===== config.mk =====
export PLATFORM = sky130hd
export DESIGN_NAME = ivec_fetch_seq
export DESIGN_NICKNAME = d
export VERILOG_FILES = /design/src/rtl/ivec_pkg.sv /design/src/rtl/ivec_ctrl.sv /design/src/rtl/ivec_addr_gen.sv /design/src/rtl/ivec_byte_asm.sv /design/src/rtl/ivec_fetch_seq.sv
export SDC_FILE = /design/constraint.sdc
export NUM_CORES = 1
export LEC_CHECK = 0
export ABC_AREA = 1
export BUFFER_PORTS_ARGS = -buffer_cell sky130_fd_sc_hd__buf_2
export CORE_MARGIN = 2
export CORE_UTILIZATION = 45
export CTS_CLUSTER_DIAMETER = 200
export DETAILED_ROUTE_END_ITERATION = 8
export GPL_TIMING_DRIVEN = 0
export PLACE_DENSITY = 0.75
export REMOVE_ABC_BUFFERS = 1
export SYNTH_ARGS = -nofsm -noshare
export SYNTH_HDL_FRONTEND = slang
export SYNTH_HIERARCHICAL = 1
export SYNTH_SLANG_ARGS = --single-unit

===== constraint.sdc =====
create_clock -name clk_i -period 2.31 [get_ports clk_i]
set_clock_uncertainty 0.2 [all_clocks]
set_input_delay 0.231 -clock clk_i [delete_from_list [all_inputs] [get_ports clk_i]]
set_output_delay 0.231 -clock clk_i [all_outputs]
set_load 0.05 [all_outputs]

===== src/rtl/ivec_pkg.sv =====
package ivec_pkg;
  typedef enum logic {MODE_FLAT = 1'b0, MODE_DESC = 1'b1} ivec_mode_e;

  localparam int unsigned FLAT_BYTES = 4;
  localparam int unsigned DESC_BYTES = 8;
  localparam int unsigned IDX_W      = $clog2(DESC_BYTES);
  // bytes that carry fields: 0,1,2,3,6,7
  localparam int unsigned SLOTS      = 6;

  function automatic logic [IDX_W-1:0] last_idx(ivec_mode_e m);
    return (m == MODE_DESC) ? IDX_W'(DESC_BYTES - 1) : IDX_W'(FLAT_BYTES - 1);
  endfunction

  function automatic logic [IDX_W-1:0] slot_byte(int unsigned s);
    return (s < 4) ? IDX_W'(s) : IDX_W'(s + 2);
  endfunction
endpackage


===== src/rtl/ivec_ctrl.sv =====
module ivec_ctrl
  import ivec_pkg::*;
(
  input  logic             clk_i,
  input  logic             rst_ni,
  input  logic             req_i,
  input  logic             prot_i,
  input  logic             mem_valid_i,
  output logic             accept_o,
  output logic             busy_o,
  output logic             cap_o,
  output logic             last_o,
  output logic [IDX_W-1:0] idx_o,
  output ivec_mode_e       mode_o,
  output logic             done_o
);
  typedef enum logic {ST_IDLE, ST_FETCH} st_e;

  st_e              st_q;
  logic [IDX_W-1:0] idx_q;
  ivec_mode_e       mode_q;
  logic             done_q;

  assign busy_o   = (st_q == ST_FETCH);
  assign accept_o = req_i && !busy_o;
  assign cap_o    = busy_o && mem_valid_i;
  assign last_o   = (idx_q == last_idx(mode_q));
  assign idx_o    = idx_q;
  assign mode_o   = mode_q;
  assign done_o   = done_q;

  always_ff @(posedge clk_i or negedge rst_ni) begin
    if (!rst_ni) begin
      st_q   <= ST_IDLE;
      idx_q  <= '0;
      mode_q <= MODE_FLAT;
      done_q <= 1'b0;
    end else begin
      done_q <= cap_o && last_o;
      if (accept_o) begin
        st_q   <= ST_FETCH;
        idx_q  <= '0;
        mode_q <= prot_i ? MODE_DESC : MODE_FLAT;
      end else if (cap_o) begin
        if (last_o) st_q <= ST_IDLE;
        else        idx_q <= idx_q + 1'b1;
      end
    end
  end
endmodule


===== src/rtl/ivec_addr_gen.sv =====
module ivec_addr_gen #(
  parameter int unsigned ADDR_W = 32
) (
  input  logic              clk_i,
  input  logic              rst_ni,
  input  logic              base_we_i,
  input  logic [ADDR_W-1:0] base_i,
  input  logic              accept_i,
  input  logic              prot_i,
  input  logic [7:0]        type_i,
  input  logic              cap_i,
  output logic [ADDR_W-1:0] addr_o
);
  logic [ADDR_W-1:0] base_q, addr_q, entry;

  // flat table is pinned at 0; descriptor table is relocatable
  assign entry  = prot_i ? base_q + ADDR_W'({type_i, 3'b000})
                         : ADDR_W'({type_i, 2'b00});
  assign addr_o = addr_q;

  always_ff @(posedge clk_i or negedge rst_ni) begin
    if (!rst_ni)        base_q <= '0;
    else if (base_we_i) base_q <= base_i;
  end

  always_ff @(posedge clk_i or negedge rst_ni) begin
    if (!rst_ni)       addr_q <= '0;
    else if (accept_i) addr_q <= entry;
    else if (cap_i)    addr_q <= addr_q + 1'b1;
  end
endmodule


===== src/rtl/ivec_byte_asm.sv =====
module ivec_byte_asm
  import ivec_pkg::*;
(
  input  logic             clk_i,
  input  logic             rst_ni,
  input  logic             cap_i,
  input  logic             last_i,
  input  logic [IDX_W-1:0] idx_i,
  input  ivec_mode_e       mode_i,
  input  logic [7:0]       data_i,
  output logic [15:0]      cs_o,
  output logic [31:0]      eip_o
);
  logic [7:0] slot_q   [SLOTS];
  logic [7:0] slot_nxt [SLOTS];
  logic [15:0] cs_q;
  logic [31:0] eip_q;

  for (genvar s = 0; s < SLOTS; s++) begin : g_slot
    logic hit;
    assign hit         = cap_i && (idx_i == slot_byte(s));
    assign slot_nxt[s] = hit ? data_i : slot_q[s];
    always_ff @(posedge clk_i or negedge rst_ni) begin
      if (!rst_ni) slot_q[s] <= '0;
      else if (hit) slot_q[s] <= data_i;
    end
  end

  always_ff @(posedge clk_i or negedge rst_ni) begin
    if (!rst_ni) begin
      cs_q  <= '0;
      eip_q <= '0;
    end else if (cap_i && last_i) begin
      cs_q <= {slot_nxt[3], slot_nxt[2]};
      if (mode_i == MODE_DESC)
        eip_q <= {slot_nxt[5], slot_nxt[4], slot_nxt[1], slot_nxt[0]};
      else
        eip_q <= {16'h0000, slot_nxt[1], slot_nxt[0]};
    end
  end

  assign cs_o  = cs_q;
  assign eip_o = eip_q;
endmodule


===== src/rtl/ivec_fetch_seq.sv =====
module ivec_fetch_seq
  import ivec_pkg::*;
#(
  parameter int unsigned ADDR_W = 32
) (
  input  logic              clk_i,
  input  logic              rst_ni,
  input  logic              req_i,
  input  logic [7:0]        type_i,
  input  logic              prot_i,
  input  logic              base_we_i,
  input  logic [ADDR_W-1:0] base_i,
  output logic              mem_req_o,
  output logic [ADDR_W-1:0] mem_addr_o,
  input  logic              mem_valid_i,
  input  logic [7:0]        mem_data_i,
  output logic              busy_o,
  output logic              done_o,
  output logic [15:0]       cs_o,
  output logic [31:0]       eip_o
);
  logic             accept, busy, cap, last;
  logic [IDX_W-1:0] idx;
  ivec_mode_e       mode;

  ivec_ctrl u_ctrl (
    .clk_i, .rst_ni, .req_i, .prot_i, .mem_valid_i,
    .accept_o (accept), .busy_o (busy), .cap_o (cap), .last_o (last),
    .idx_o (idx), .mode_o (mode), .done_o (done_o)
  );

  ivec_addr_gen #(.ADDR_W(ADDR_W)) u_addr (
    .clk_i, .rst_ni, .base_we_i, .base_i,
    .accept_i (accept), .prot_i, .type_i, .cap_i (cap), .addr_o (mem_addr_o)
  );

  ivec_byte_asm u_asm (
    .clk_i, .rst_ni, .cap_i (cap), .last_i (last), .idx_i (idx),
    .mode_i (mode), .data_i (mem_data_i), .cs_o, .eip_o
  );

  assign busy_o    = busy;
  assign mem_req_o = busy;
endmodule


Word-level counts from Yosys, hierarchy flattened
Cells that the tools add are included.
Widths: inputs -> output; s select.
- register bits after elaboration: 166
- output and inout bits: 83
- logic and storage cells: 57
- $add $sub $neg: 3
- eq/ne operators: 7
- mux-type cells: 18
- reductions and logical operators: 15
- operators by type and width (operator ; count):
    $mux 32 ; 4
    $mux 8 ; 6
    $add 32x1->32 const B ; 1
    $add 32x11->32 ; 1
    $mux 3 ; 4
    $logic_and 1x1->1 ; 9
    $eq 3x2->1 const B ; 2
    $eq 3x3->1 const B ; 2
    $mux 1 ; 4
    $reduce_and 2->1 ; 2
    $reduce_bool 2->1 ; 2
    $add 3x1->3 const B ; 1
    $eq 3x1->1 const B ; 1
    $eq 3x3->1 ; 1
    $logic_not 3->1 ; 1
    $ne 2x2->1 const B ; 1
    $logic_not 1->1 ; 1

Logic depth before layout (Yosys ltp)
Gate-level depths: netlist (run 1).
- word-level depth: 5
- depth in mapped cells: 15
- gate-level depth less buffers: 15

Cells and area by module
Netlist (run 1), hierarchy kept.
- by module, submodules not included (module ; instances ; cells an instance ; area an instance (um2) ; sequential area each (um2)):
    ivec_addr_gen ; 1 ; 752 ; 4843.4 ; 1601.5
    ivec_byte_asm ; 1 ; 475 ; 4105.2 ; 2402.3
    ivec_ctrl ; 1 ; 37 ; 295.3 ; 150.1
    ivec_fetch_seq ; 1 ; 1 ; 7.5 ; 0.0

Worst setup path after synthesis (run 1)
Ideal clock, no wire load.
- path type: reg2reg
- start point: reg u_addr.addr_q[0] (netlist: u_addr/addr_o[0])
- end point: reg u_addr.addr_q[10] (netlist: u_addr/addr_o[10])
- library setup time: 136 ps
- arrival: 1817 ps
- required time: 1974 ps
- setup slack: 157 ps
- cell stages (with the launch flop): 7
- period minus slack after synthesis: 2153 ps
- path through: dfrtp_1 ha_1 nand3_1 nor2_1 nand2_1 o311ai_0 a21oi_1
- longest elaborated chain between the ends: 3
- RTL lines (element ; line ; source):
    start, declared ; ivec_addr_gen.sv:14 ; logic [ADDR_W-1:0] base_q, addr_q, entry;
    start signal, assigned ; ivec_addr_gen.sv:28 ; else if (accept_i) addr_q <= entry;
    start signal, assigned ; ivec_addr_gen.sv:29 ; else if (cap_i) addr_q <= addr_q + 1'b1;
    $add 32x1->32 ; ivec_addr_gen.sv:29 ;
    $mux 32 ; ivec_addr_gen.sv:29 ;
    $mux 32 ; ivec_addr_gen.sv:28 ;
No other way between the ends. The select of a mux whose other input is x is not followed.
A chain may end at the register's enable or synchronous reset.

Worst setup path in the final report (run 1)
- start point: in type_i[7]
- end point: reg u_addr.addr_q[30] (netlist: u_addr/addr_o[30])
- longest elaborated chain between the ends: 3
- RTL lines (element ; line ; source):
    start, declared ; ivec_fetch_seq.sv:9 ; input logic [7:0] type_i,
    $add 32x11->32 ; ivec_addr_gen.sv:17 ; assign entry = prot_i ? base_q + ADDR_W'({type_i, 3'b000})
    $mux 32 ; ivec_addr_gen.sv:17 ;
    $mux 32 ; ivec_addr_gen.sv:28 ;
No other way between the ends.

==> results of run 1 <==
final cells by class:
type / instances / area [um2] / area share
Clock buffer: 17 / 425 / 0.0370
Clock inverter: 15 / 184 / 0.0160
Timing Repair Buffer: 199 / 1300 / 0.113
Timing Repair inverter: 4 / 30.0 / 0.00261
Inverter: 151 / 588 / 0.0512
Tap cell: 270 / 338 / 0.0294
Multi-Input combinational cell: 918 / 4480 / 0.390
Sequential cell: 166 / 4160 / 0.362
worst min-delay path, stage by stage:
cell      delay (ns)
buf_2           0.09
o211ai_1        0.11
a31oi_1         0.19
metal layers:
| layer | up-vias | wire, um | part of all wire | GRT usage |
|---|---|---|---|---|
| met4 | 0 | 759 | 0.028 | 0.0971 |
| met5 | - | 0 | 0 | 0 |
| li1 | 4394 | - | - | - |
| met3 | 54 | 1650 | 0.062 | 0.0481 |
| met1 | 4192 | 11000 | 0.41 | 0.304 |
| met2 | 314 | 13300 | 0.50 | 0.424 |
worst min path at each step:
stage | cells past startpoint | end | startpoint | slack, ns
detailed placement | 1 | u_asm/eip_o[16] | rst_ni | -0.005
finish | 3 | u_addr/addr_o[4] | type_i[2] | 0.04
global placement | 3 | u_addr/base_q[19] | base_i[19] | 0.24
floorplan | 0 | u_addr/addr_o[0] | rst_ni | -0.26
CTS | 4 | u_ctrl/idx_o[2] | mem_valid_i | 0.01
global route | 3 | u_addr/addr_o[4] | type_i[2] | 0.03
cells by family (layout without fill, tap and decap cells):
kind of cell	after synthesis	count (layout)	share of synthesized area
multiplexers	9	9	0.0110
buffers and inverters	183	386	0.0799
XOR/XNOR	12	12	0.0114
AO/OA/AOI/OAI	91	91	0.0542
flip-flops	166	166	0.449
adder cells (fa/ha/maj)	11	11	0.0157
AND/OR/NAND/NOR	793	795	0.379
stage by stage:
| stage | instance area [um2] | hold slack, ns | setup WS (ns) | instances | setup TNS, ns |
|---|---|---|---|---|---|
| 3_3_place_gp | 10100 | 0.237 | -1.81 | 1639 | -374.79 |
| 2_1_floorplan | 9080 | -0.265 | -1.07 | 1233 | -69.01 |
| 4_1_cts | 11300 | 0.00960 | -0.0145 | 1729 | -0.0145 |
| 6_report | 11500 | 0.0406 | 0.0751 | 1740 | 0 |
| 5_1_grt | 11500 | 0.0269 | -0.0419 | 1740 | -0.156 |
| 3_5_place_dp | 10100 | -0.00471 | -0.920 | 1640 | -46.03 |
layout by cell type (no fill, tap or decap), types with 10 or more instances in the layout:
master / Yosys / layout
nand2_1: 436 / 430
dfrtp_1: 166 / 165
nand3_1: 155 / 151
inv_1: 145 / 139
buf_2: 9 / 135
nor2_1: 90 / 86
and2_1: 49 / 49
o21ai_0: 46 / 45
dlygate4sd3_1: 0 / 40
a21oi_1: 25 / 25
buf_4: 3 / 21
nor2_2: 17 / 18
clkbuf_16: 0 / 17
nand4_1: 13 / 13
clkinvlp_4: 0 / 12
nand2_2: 6 / 10
nand3b_1: 10 / 10
registers in the layout, indices dropped and copies added, names as in the netlist:
name / count
u_asm/slot_q: 48
u_ctrl/busy_o: 1
u_ctrl/mode_o: 1
u_ctrl/done_o: 1
u_ctrl/idx_o: 3
u_addr/base_q: 32
u_addr/addr_o: 32
u_asm/eip_o: 32
u_asm/cs_o: 16
power groups by stage:
stage / clock network, W / registers (W) / logic, W
2_1_floorplan: 0 / 0.00674 / 0.00262
3_3_place_gp: 0 / 0.00474 / 0.00613
3_5_place_dp: 0 / 0.00478 / 0.00622
4_1_cts: 0.00299 / 0.00474 / 0.00648
5_1_grt: 0.00312 / 0.00489 / 0.00716
6_report: 0.00292 / 0.00475 / 0.00661
cells in the mapped netlist (2+ instances only):
library cell  instances  share of area
nand2_1             436           0.18
dfrtp_1             166           0.45
nand3_1             155          0.084
inv_1               145          0.059
nor2_1               90          0.037
and2_1               49          0.033
o21ai_0              46          0.025
a21oi_1              25          0.014
nor2_2               17          0.011
nand4_1              13         0.0088
clkbuf_1             12         0.0049
ha_1                 10          0.014
nand3b_1             10         0.0081
buf_2                 9         0.0049
mux2_2                9          0.011
a31oi_1               6         0.0041
inv_2                 6         0.0024
nand2_2               6         0.0041
xnor2_1               6         0.0057
xor2_1                6         0.0057
buf_1                 5         0.0020
nor2_4                5         0.0061
nor3_1                4         0.0022
buf_4                 3         0.0024
clkbuf_8              3         0.0045
o211ai_1              3         0.0024
nand2_4               2         0.0024
nand3_2               2         0.0022
o21ai_1               2         0.0011
repair_timing:
item                                    in CTS  in global routing
pin swaps                                    2                  5
cloned                                       3                  3
hold endpoints to repair                   101                  0
hold buffers                                40                  0
setup buffers                               14                  8
endpoints found under the setup margin     104                 96
resized for setup                           13                 25
==> impl_metrics.env, run 1 <==
export IMPL_status="finished clean"
export IMPL_period_needed_ns=2.23
export IMPL_grt_pass1_vias=8401
export IMPL_first_iter_violations=581
export IMPL_place_gp_congestion=0.913
export IMPL_dpl_hpwl_um=17600
export IMPL_crit_chain="dlygate4sd3_1, buf_2, ha_1, nand2_1, nor2_2, nand3_1, nand3_2, nand2_1, nand2_1, nand3_1, a21oi_1"
export IMPL_die_area_um2=21700
export IMPL_r2r_end="u_addr/addr_o[17]"
export IMPL_synthesis_area_um2=9250
export IMPL_syn2layout_area_growth_pct=24.2
export IMPL_clk_latency_ns=0.43
export IMPL_fmax_mhz=447
export IMPL_cp_data_required_time_ns=2.47
export IMPL_die_w_um=147
export IMPL_seq_power_share=0.333
export IMPL_powerDensity_nw_per_um2=1240
export IMPL_clockBufferDepth=2
export IMPL_setup_viol=0
export IMPL_fillCellCount=1882
export IMPL_r2r_cells=15
export IMPL_synth_async_reset_ratio=1.00
export IMPL_critPathCapture="u_addr/addr_o[30]"
export IMPL_rr_startpoint="u_addr/base_q[3]"
export IMPL_report_final_slew_viol_count=0
export IMPL_drive_above_1_share=0.184
export IMPL_grt_pass1_wl_um=42300
export IMPL_remaining_drc_errors=0
export IMPL_power_share_switching=0.484
export IMPL_antenna_found_initial=0
export IMPL_io_pins=137
export IMPL_placementRows=52
export IMPL_cts_buffers=17
export IMPL_synth_seq_cells=166
export IMPL_fin_nets=1522
export IMPL_grt_overflow_total=0
export IMPL_ys_flop_type="dfrtp_1"
export IMPL_rrSetupSlack_ns=0.09
export IMPL_worstPathArrival_ns=2.39
export IMPL_viasPerCell=5.15
export IMPL_ys_seq_area_frac=0.449
export IMPL_cpLargestDelayFamily="simple AND/OR/NAND/NOR gates"
export IMPL_cp_common_cell="nand2_1"
export IMPL_slew_headroom=0.455
export IMPL_start_util=0.457
export IMPL_drv_cap=0
export IMPL_peakVddDrop_mv=0.560
export IMPL_worst_path_buf_inv=2
export IMPL_vias=8954
export IMPL_drt_total_wl_um=26700
export IMPL_path_clk_slew_ns=0.07
export IMPL_clock_sinks=166
export IMPL_hold_violations=0
export IMPL_wl_per_cell_um=15.3
export IMPL_firstDrtPassIters=5
export IMPL_power_w=0.0143
export IMPL_synth_warnings=6
export IMPL_power_internal_w=0.00737
export IMPL_critPathKind="in2reg"
export IMPL_cp_slowest_cell="dlygate4sd3_1"
export IMPL_endpoint_kind="flip-flop"
export IMPL_max_stage_delay_ns=0.54
export IMPL_clockPowerShare=0.204
export IMPL_antenna_cells=0
export IMPL_syn_mean_instance_area_um2=7.31
export IMPL_synth_edf_count=0
export IMPL_worstSetupStartpoint="type_i[7]"
export IMPL_port_buffers=136
export IMPL_die_y_um=147
export IMPL_p_leak_nw=5.87
export IMPL_core_area_um2=20200
export IMPL_path_depth=11
export IMPL_cts_root_buf="clkbuf_16"
export IMPL_startpoint_type="input port"
export IMPL_h_tree_depth=4
export IMPL_tritoncts="yes"
export IMPL_grt_max_degree=106
export IMPL_finalCritPeriodShare=0.968
export IMPL_cp_max_fo=5
export IMPL_postRouteAntennaNets=0
export IMPL_tightest_slew_ns=0.817
export IMPL_pwr_share_comb=0.463
export IMPL_hold_path_class="in2reg"
export IMPL_grt_use_total=0.246
export IMPL_post_route_util=0.568
export IMPL_synth_cell_type_count=43
export IMPL_syn_inst=1265
export IMPL_switchingPower_w=0.00691
(Power assumes the default switching activity.)
==> run 2: changes to the inputs <==
==> constraint.sdc (replaced) <==
create_clock -name clk_i -period 2.4 [get_ports clk_i]
set_clock_uncertainty 0.2 [all_clocks]
set_input_delay 0.24 -clock clk_i [delete_from_list [all_inputs] [get_ports clk_i]]
set_output_delay 0.24 -clock clk_i [all_outputs]
set_load 0.05 [all_outputs]
==> run 2 against run 1 <==
Combinational power down 5.9%; register-to-register slack better by 0.06 ns; non-clock buffer count down 12; die area unchanged; clock power down 4%; critical path depth unchanged; via count down 1.9%; clock-buffer cell count unchanged; design area down 1.5%; power down 4.8%; worst hold slack worse by 0.012 ns.
==> impl_metrics.env, run 2 (same netlist as run 1, synthesis figures left out) <==
export IMPL_status="finished clean"
export IMPL_dpl_hpwl_um=17600
export IMPL_max_stage_delay_ns=0.53
export IMPL_antenna_found_initial=0
export IMPL_power_w=0.0136
export IMPL_post_route_util=0.559
export IMPL_rrSetupSlack_ns=0.15
export IMPL_holdWs_ns=0.0283
export IMPL_min_to="u_addr/addr_o[7]"
export IMPL_viasPerCell=5.09
export IMPL_firstDrtPassIters=5
export IMPL_clockPowerShare=0.207
export IMPL_p_leak_nw=5.79
export IMPL_cp_max_fo=5
export IMPL_power_share_switching=0.484
export IMPL_grt_overflow_total=0
export IMPL_grt_pass1_wl_um=42200
export IMPL_period_needed_ns=2.31
export IMPL_report_final_slew_viol_count=0
export IMPL_grt_use_total=0.245
export IMPL_tightest_slew_ns=0.963
export IMPL_rsz0062_at_grt="yes"
export IMPL_min_from="type_i[5]"
export IMPL_clock_sinks=166
export IMPL_powerDensity_nw_per_um2=1200
export IMPL_switchingPower_w=0.00658
export IMPL_tritoncts="yes"
export IMPL_holdPathStages=5
export IMPL_core_area_um2=20200
export IMPL_fin_nets=1507
export IMPL_dp_cells=1640
export IMPL_clk_latency_ns=0.44
export IMPL_place_gp_congestion=0.913
export IMPL_power_internal_w=0.00702
export IMPL_final_cell_mix="433 x nand2_1, 166 x dfrtp_1, 153 x nand3_1"
export IMPL_hold_path_class="in2reg"
export IMPL_fin_cells=1725
export IMPL_crit_chain="dlygate4sd3_1, buf_2, ha_1, nand2_1, nor2_2, nand3_1, nand3_1, nand2_1, nand2_1, nand3_1, a21oi_1"
export IMPL_syn2layout_area_growth_pct=22.4
export IMPL_clockBufferDepth=2
export IMPL_endpoint_kind="flip-flop"
export IMPL_r2r_cells=15
export IMPL_drive_above_1_share=0.170
export IMPL_cts_root_buf="clkbuf_16"
export IMPL_h_tree_depth=4
export IMPL_io_pins=137
export IMPL_vias=8788
export IMPL_worstPathArrival_ns=2.46
export IMPL_die_w_um=147
export IMPL_wl_per_cell_um=15.0
export IMPL_antenna_cells=0
export IMPL_cp_slowest_cell="dlygate4sd3_1"
export IMPL_largest_reg_flops=48
export IMPL_grt_pass1_vias=8349
export IMPL_grt_max_degree=106
export IMPL_fmax_mhz=434
export IMPL_startpoint_type="input port"
export IMPL_drt_total_wl_um=25900
export IMPL_met1_length_um=10800
export IMPL_slew_headroom=0.358
export IMPL_r2r_end="u_addr/addr_o[17]"
export IMPL_finalInstanceArea_um2=11300
export IMPL_path_clk_slew_ns=0.07
export IMPL_finalCritPeriodShare=0.961
export IMPL_highest_layer="met4"
export IMPL_rr_startpoint="u_addr/base_q[3]"
export IMPL_seq_power_share=0.336
export IMPL_start_util=0.457
export IMPL_wl_met3_um=1550
export IMPL_peakVddDrop_mv=0.540
export IMPL_mostFrequentLayoutCell="nand2_1"
export IMPL_die_y_um=147
export IMPL_dr_wl_met2_um=12900
export IMPL_critPathKind="in2reg"
export IMPL_setup_viol=0
export IMPL_pwr_share_comb=0.457
export IMPL_hold_violations=0
export IMPL_cp_data_required_time_ns=2.55
export IMPL_top_register="u_asm/slot_q"
export IMPL_port_buffers=136
export IMPL_postRouteAntennaNets=0
export IMPL_drv_cap=0
export IMPL_placementRows=52
export IMPL_cts_buffers=17
export IMPL_first_iter_violations=616
export IMPL_die_area_um2=21700
export IMPL_placed_area_um2=10100
export IMPL_remaining_drc_errors=0
-- run 2: cell count changes in the layout (fill, tap and decap cells not counted), sizes merged --
cell         change
clkinvlp         -3
buf             -11
dlygate4sd3      -1
nand2            -1
inv              +1
-- run 2: worst max-delay path: cells and delay by family --
family / cells / cell delay (ns)
buffers and inverters: 2 / 0.67
AO/OA/AOI/OAI: 1 / 0.16
adder cells (fa/ha/maj): 1 / 0.36
AND/OR/NAND/NOR: 7 / 1.04
-- run 2: worst max-delay path by stage --
stage	from	endpoint	cells after the start
final	type_i[7]	u_addr/addr_o[30]	11
after global routing	u_ctrl/busy_o	u_addr/addr_o[10]	6
after CTS	u_ctrl/busy_o	u_asm/eip_o[0]	8
after detailed placement	u_ctrl/idx_o[0]	u_asm/eip_o[15]	7
after global placement	rst_ni	u_addr/base_q[19]	1
after floorplan	u_ctrl/busy_o	u_asm/cs_o[0]	6
-- run 2: cell type report --
class	instances	area, um2
Fill cell	1901	8910
Multi-Input combinational cell	917	4430
Sequential cell	166	4150
Timing Repair Buffer	187	1190
Inverter	151	582
Clock buffer	17	425
Tap cell	270	338
Clock inverter	15	184
Timing Repair inverter	2	15.0
-- run 2: power by group through the flow --
stage	Sequential [W]	Clock, W	Combinational, W
2_1_floorplan	0.00649	0	0.00252
3_3_place_gp	0.00457	0	0.00590
3_5_place_dp	0.00460	0	0.00599
4_1_cts	0.00456	0.00287	0.00617
5_1_grt	0.00470	0.00301	0.00677
6_report	0.00457	0.00281	0.00622
-- run 2: repair_timing --
| item | 4_1_cts | 5_1_grt |
|---|---|---|
| endpoints found under the setup margin | 103 | 89 |
| endpoints found under the hold margin | 99 | 0 |
| pin swaps | 2 | 1 |
| gates resized for setup | 8 | 13 |
| cloned | 3 | 0 |
| hold buffers | 39 | 0 |
| setup buffers | 9 | 2 |
-- run 2: metrics by stage --
step / setup TNS (ns) / setup WS (ns)
2_1_floorplan: -58.62 / -0.978
3_3_place_gp: -352.61 / -1.73
3_5_place_dp: -36.81 / -0.830
4_1_cts: 0 / 0.0273
5_1_grt: -0.175 / -0.0538
6_report: 0 / 0.0945
-- run 2: per-layer routing --
layer	global-route usage	up-vias
met1	0.305	4092
met4	0.0899	0
met3	0.0478	43
met2	0.426	293
met5	0	-
li1	-	4360
==> run 3: changes to the inputs <==
--- a/config.mk
+++ b/config.mk
@@ -8,11 +8,12 @@
 export ABC_AREA = 1
 export BUFFER_PORTS_ARGS = -buffer_cell sky130_fd_sc_hd__buf_2
 export CORE_MARGIN = 2
-export CORE_UTILIZATION = 45
+export CORE_UTILIZATION = 58
 export CTS_CLUSTER_DIAMETER = 200
 export DETAILED_ROUTE_END_ITERATION = 8
 export GPL_TIMING_DRIVEN = 0
-export PLACE_DENSITY = 0.75
+export HOLD_SLACK_MARGIN = 0.05
+export PLACE_DENSITY = 0.91
 export REMOVE_ABC_BUFFERS = 1
 export SYNTH_ARGS = -nofsm -noshare
 export SYNTH_HDL_FRONTEND = slang
==> run 3 against run 2 <==
Largest power group unchanged; clock-buffer cell count is the same; largest cell class unchanged; routed wire length increased by 4.2%; sequential power barely moved; critical path type is now reg2reg; power up 0.44%; clock power down 4%; highest routed layer unchanged; worst hold slack gained 0.055 ns.
==> impl_metrics.env, run 3 (same netlist as run 1, synthesis figures left out) <==
export IMPL_endpoint_kind="flip-flop"
export IMPL_critPathKind="reg2reg"
export IMPL_die_w_um=130
export IMPL_min_from="type_i[1]"
export IMPL_syn2layout_area_growth_pct=22.5
export IMPL_p_leak_nw=5.82
export IMPL_drv_cap=0
export IMPL_postRouteAntennaNets=0
export IMPL_cp_max_fo=4
export IMPL_setup_viol=0
export IMPL_hold_path_class="in2reg"
export IMPL_dpl_hpwl_um=17300
export IMPL_met1_length_um=9970
export IMPL_io_pins=137
export IMPL_holdWs_ns=0.0831
export IMPL_h_tree_depth=4
export IMPL_wl_met3_um=2340
export IMPL_cts_root_buf="clkbuf_16"
export IMPL_cp_data_required_time_ns=2.54
export IMPL_finalCritPeriodShare=0.953
export IMPL_grt_pass1_wl_um=42900
export IMPL_worstSetupStartpoint="u_addr/base_q[3]"
export IMPL_viasPerCell=5.55
export IMPL_dr_wl_met2_um=13300
export IMPL_remaining_drc_errors=0
export IMPL_peakVddDrop_mv=0.666
export IMPL_status="finished clean"
export IMPL_fmax_mhz=437
export IMPL_cts_buffers=17
export IMPL_rr_startpoint="u_addr/base_q[3]"
export IMPL_mostFrequentLayoutCell="nand2_1"
export IMPL_first_iter_violations=1113
export IMPL_core_area_um2=15700
export IMPL_timing_final_ws_setup_ns=0.113
export IMPL_slew_headroom=0.428
export IMPL_antenna_cells=0
export IMPL_grt_overflow_total=0
export IMPL_final_cell_mix="432 x nand2_1, 166 x dfrtp_1, 153 x nand3_1"
export IMPL_period_needed_ns=2.29
export IMPL_antenna_found_initial=0
export IMPL_grt_pass1_vias=8956
export IMPL_placementRows=46
export IMPL_clk_latency_ns=0.45
export IMPL_start_util=0.589
export IMPL_power_w=0.0137
export IMPL_startpoint_type="flip-flop"
export IMPL_firstDrtPassIters=7
export IMPL_clockBufferDepth=2
export IMPL_die_y_um=130
export IMPL_dp_cells=1586
export IMPL_die_area_um2=17000
export IMPL_grt_use_total=0.328
export IMPL_drt_total_wl_um=26900
export IMPL_tritoncts="yes"
export IMPL_tightest_slew_ns=0.858
export IMPL_drive_above_1_share=0.172
export IMPL_clock_sinks=166
export IMPL_wl_per_cell_um=16.0
export IMPL_grt_max_degree=108
export IMPL_fillCellCount=1176
export IMPL_report_final_slew_viol_count=0
export IMPL_rsz0062_at_grt="no"
export IMPL_path_clk_slew_ns=0.07
export IMPL_worstPathArrival_ns=2.43
export IMPL_preCtsSetupSlack_ns=-0.780
export IMPL_largest_reg_flops=48
export IMPL_vias=9322
export IMPL_fin_cells=1680
export IMPL_highest_layer="met4"
export IMPL_hold_violations=0
export IMPL_powerDensity_nw_per_um2=1210
export IMPL_top_register="u_asm/slot_q"
export IMPL_port_buffers=136
export IMPL_place_gp_congestion=0.887
export IMPL_fin_nets=1516
## run 3: layout make-up
cell class,count,area [um2],area share
multi-input combinational,917,4440,0.392
sequential,166,4150,0.367
timing repair inverter,3,22.5,0.00199
inverter,151,586,0.0517
tap,216,270,0.0239
clock inverter,15,156,0.0138
timing repair buffer,195,1280,0.113
clock buffer,17,425,0.0376
## run 3: critical path, stage by stage (launching register included)
cell and delay (ns):
dfrtp_1 0.40, ha_4 0.18, inv_1 0.06, fa_1 0.38, inv_1 0.12, nand3_1 0.10
nand2_2 0.13, nand2_1 0.07, nand2_2 0.10, nand2_1 0.08, nand2_1 0.08, nand2_1 0.05
nand3_1 0.08, nand2_1 0.07, nand2_1 0.05, nand2_1 0.04
## run 3: where the power goes
part	internal, W	leakage [nW]	switching [W]
sequential	0.00382	1.94	0.000768
combinational	0.00176	3.61	0.00464
clock	0.00139	0.280	0.00130
## run 3: final timing paths
path,slack (ns),depth (start not counted),end
min in group asynchronous,0.11,2,u_asm/eip_o[19]
worst min-delay path,0.08,4,u_addr/addr_o[3]
max in group asynchronous,1.02,3,u_addr/addr_o[29]
worst max-delay path,0.11,15,u_addr/addr_o[17]
worst min register to register,0.28,2,u_asm/eip_o[16]
worst max register to register,0.11,15,u_addr/addr_o[17]
## run 3: what timing repair did
action | in CTS | in global routing
setup buffers | 4 | 10
cloned | 3 | 1
endpoints found under the setup margin | 103 | 93
resized for setup | 9 | 15
pin swaps | 1 | 3
endpoints found under the hold margin | 209 | 0
hold buffers | 44 | 0
## run 3: metal layers
layer	vias to the layer above	track usage
li1	4378	-
met1	4280	0.373
met2	538	0.574
met3	126	0.0722
met4	0	0.180
met5	-	0
## run 3: metrics by stage
stage	area (um2)	util	setup TNS [ns]
2_1_floorplan	9080	-	-58.62
3_3_place_gp	10000	0.638	-330.50
3_5_place_dp	10100	0.641	-37.85
4_1_cts	11200	0.711	-0.0508
5_1_grt	11300	0.721	0
6_report	11300	0.721	0
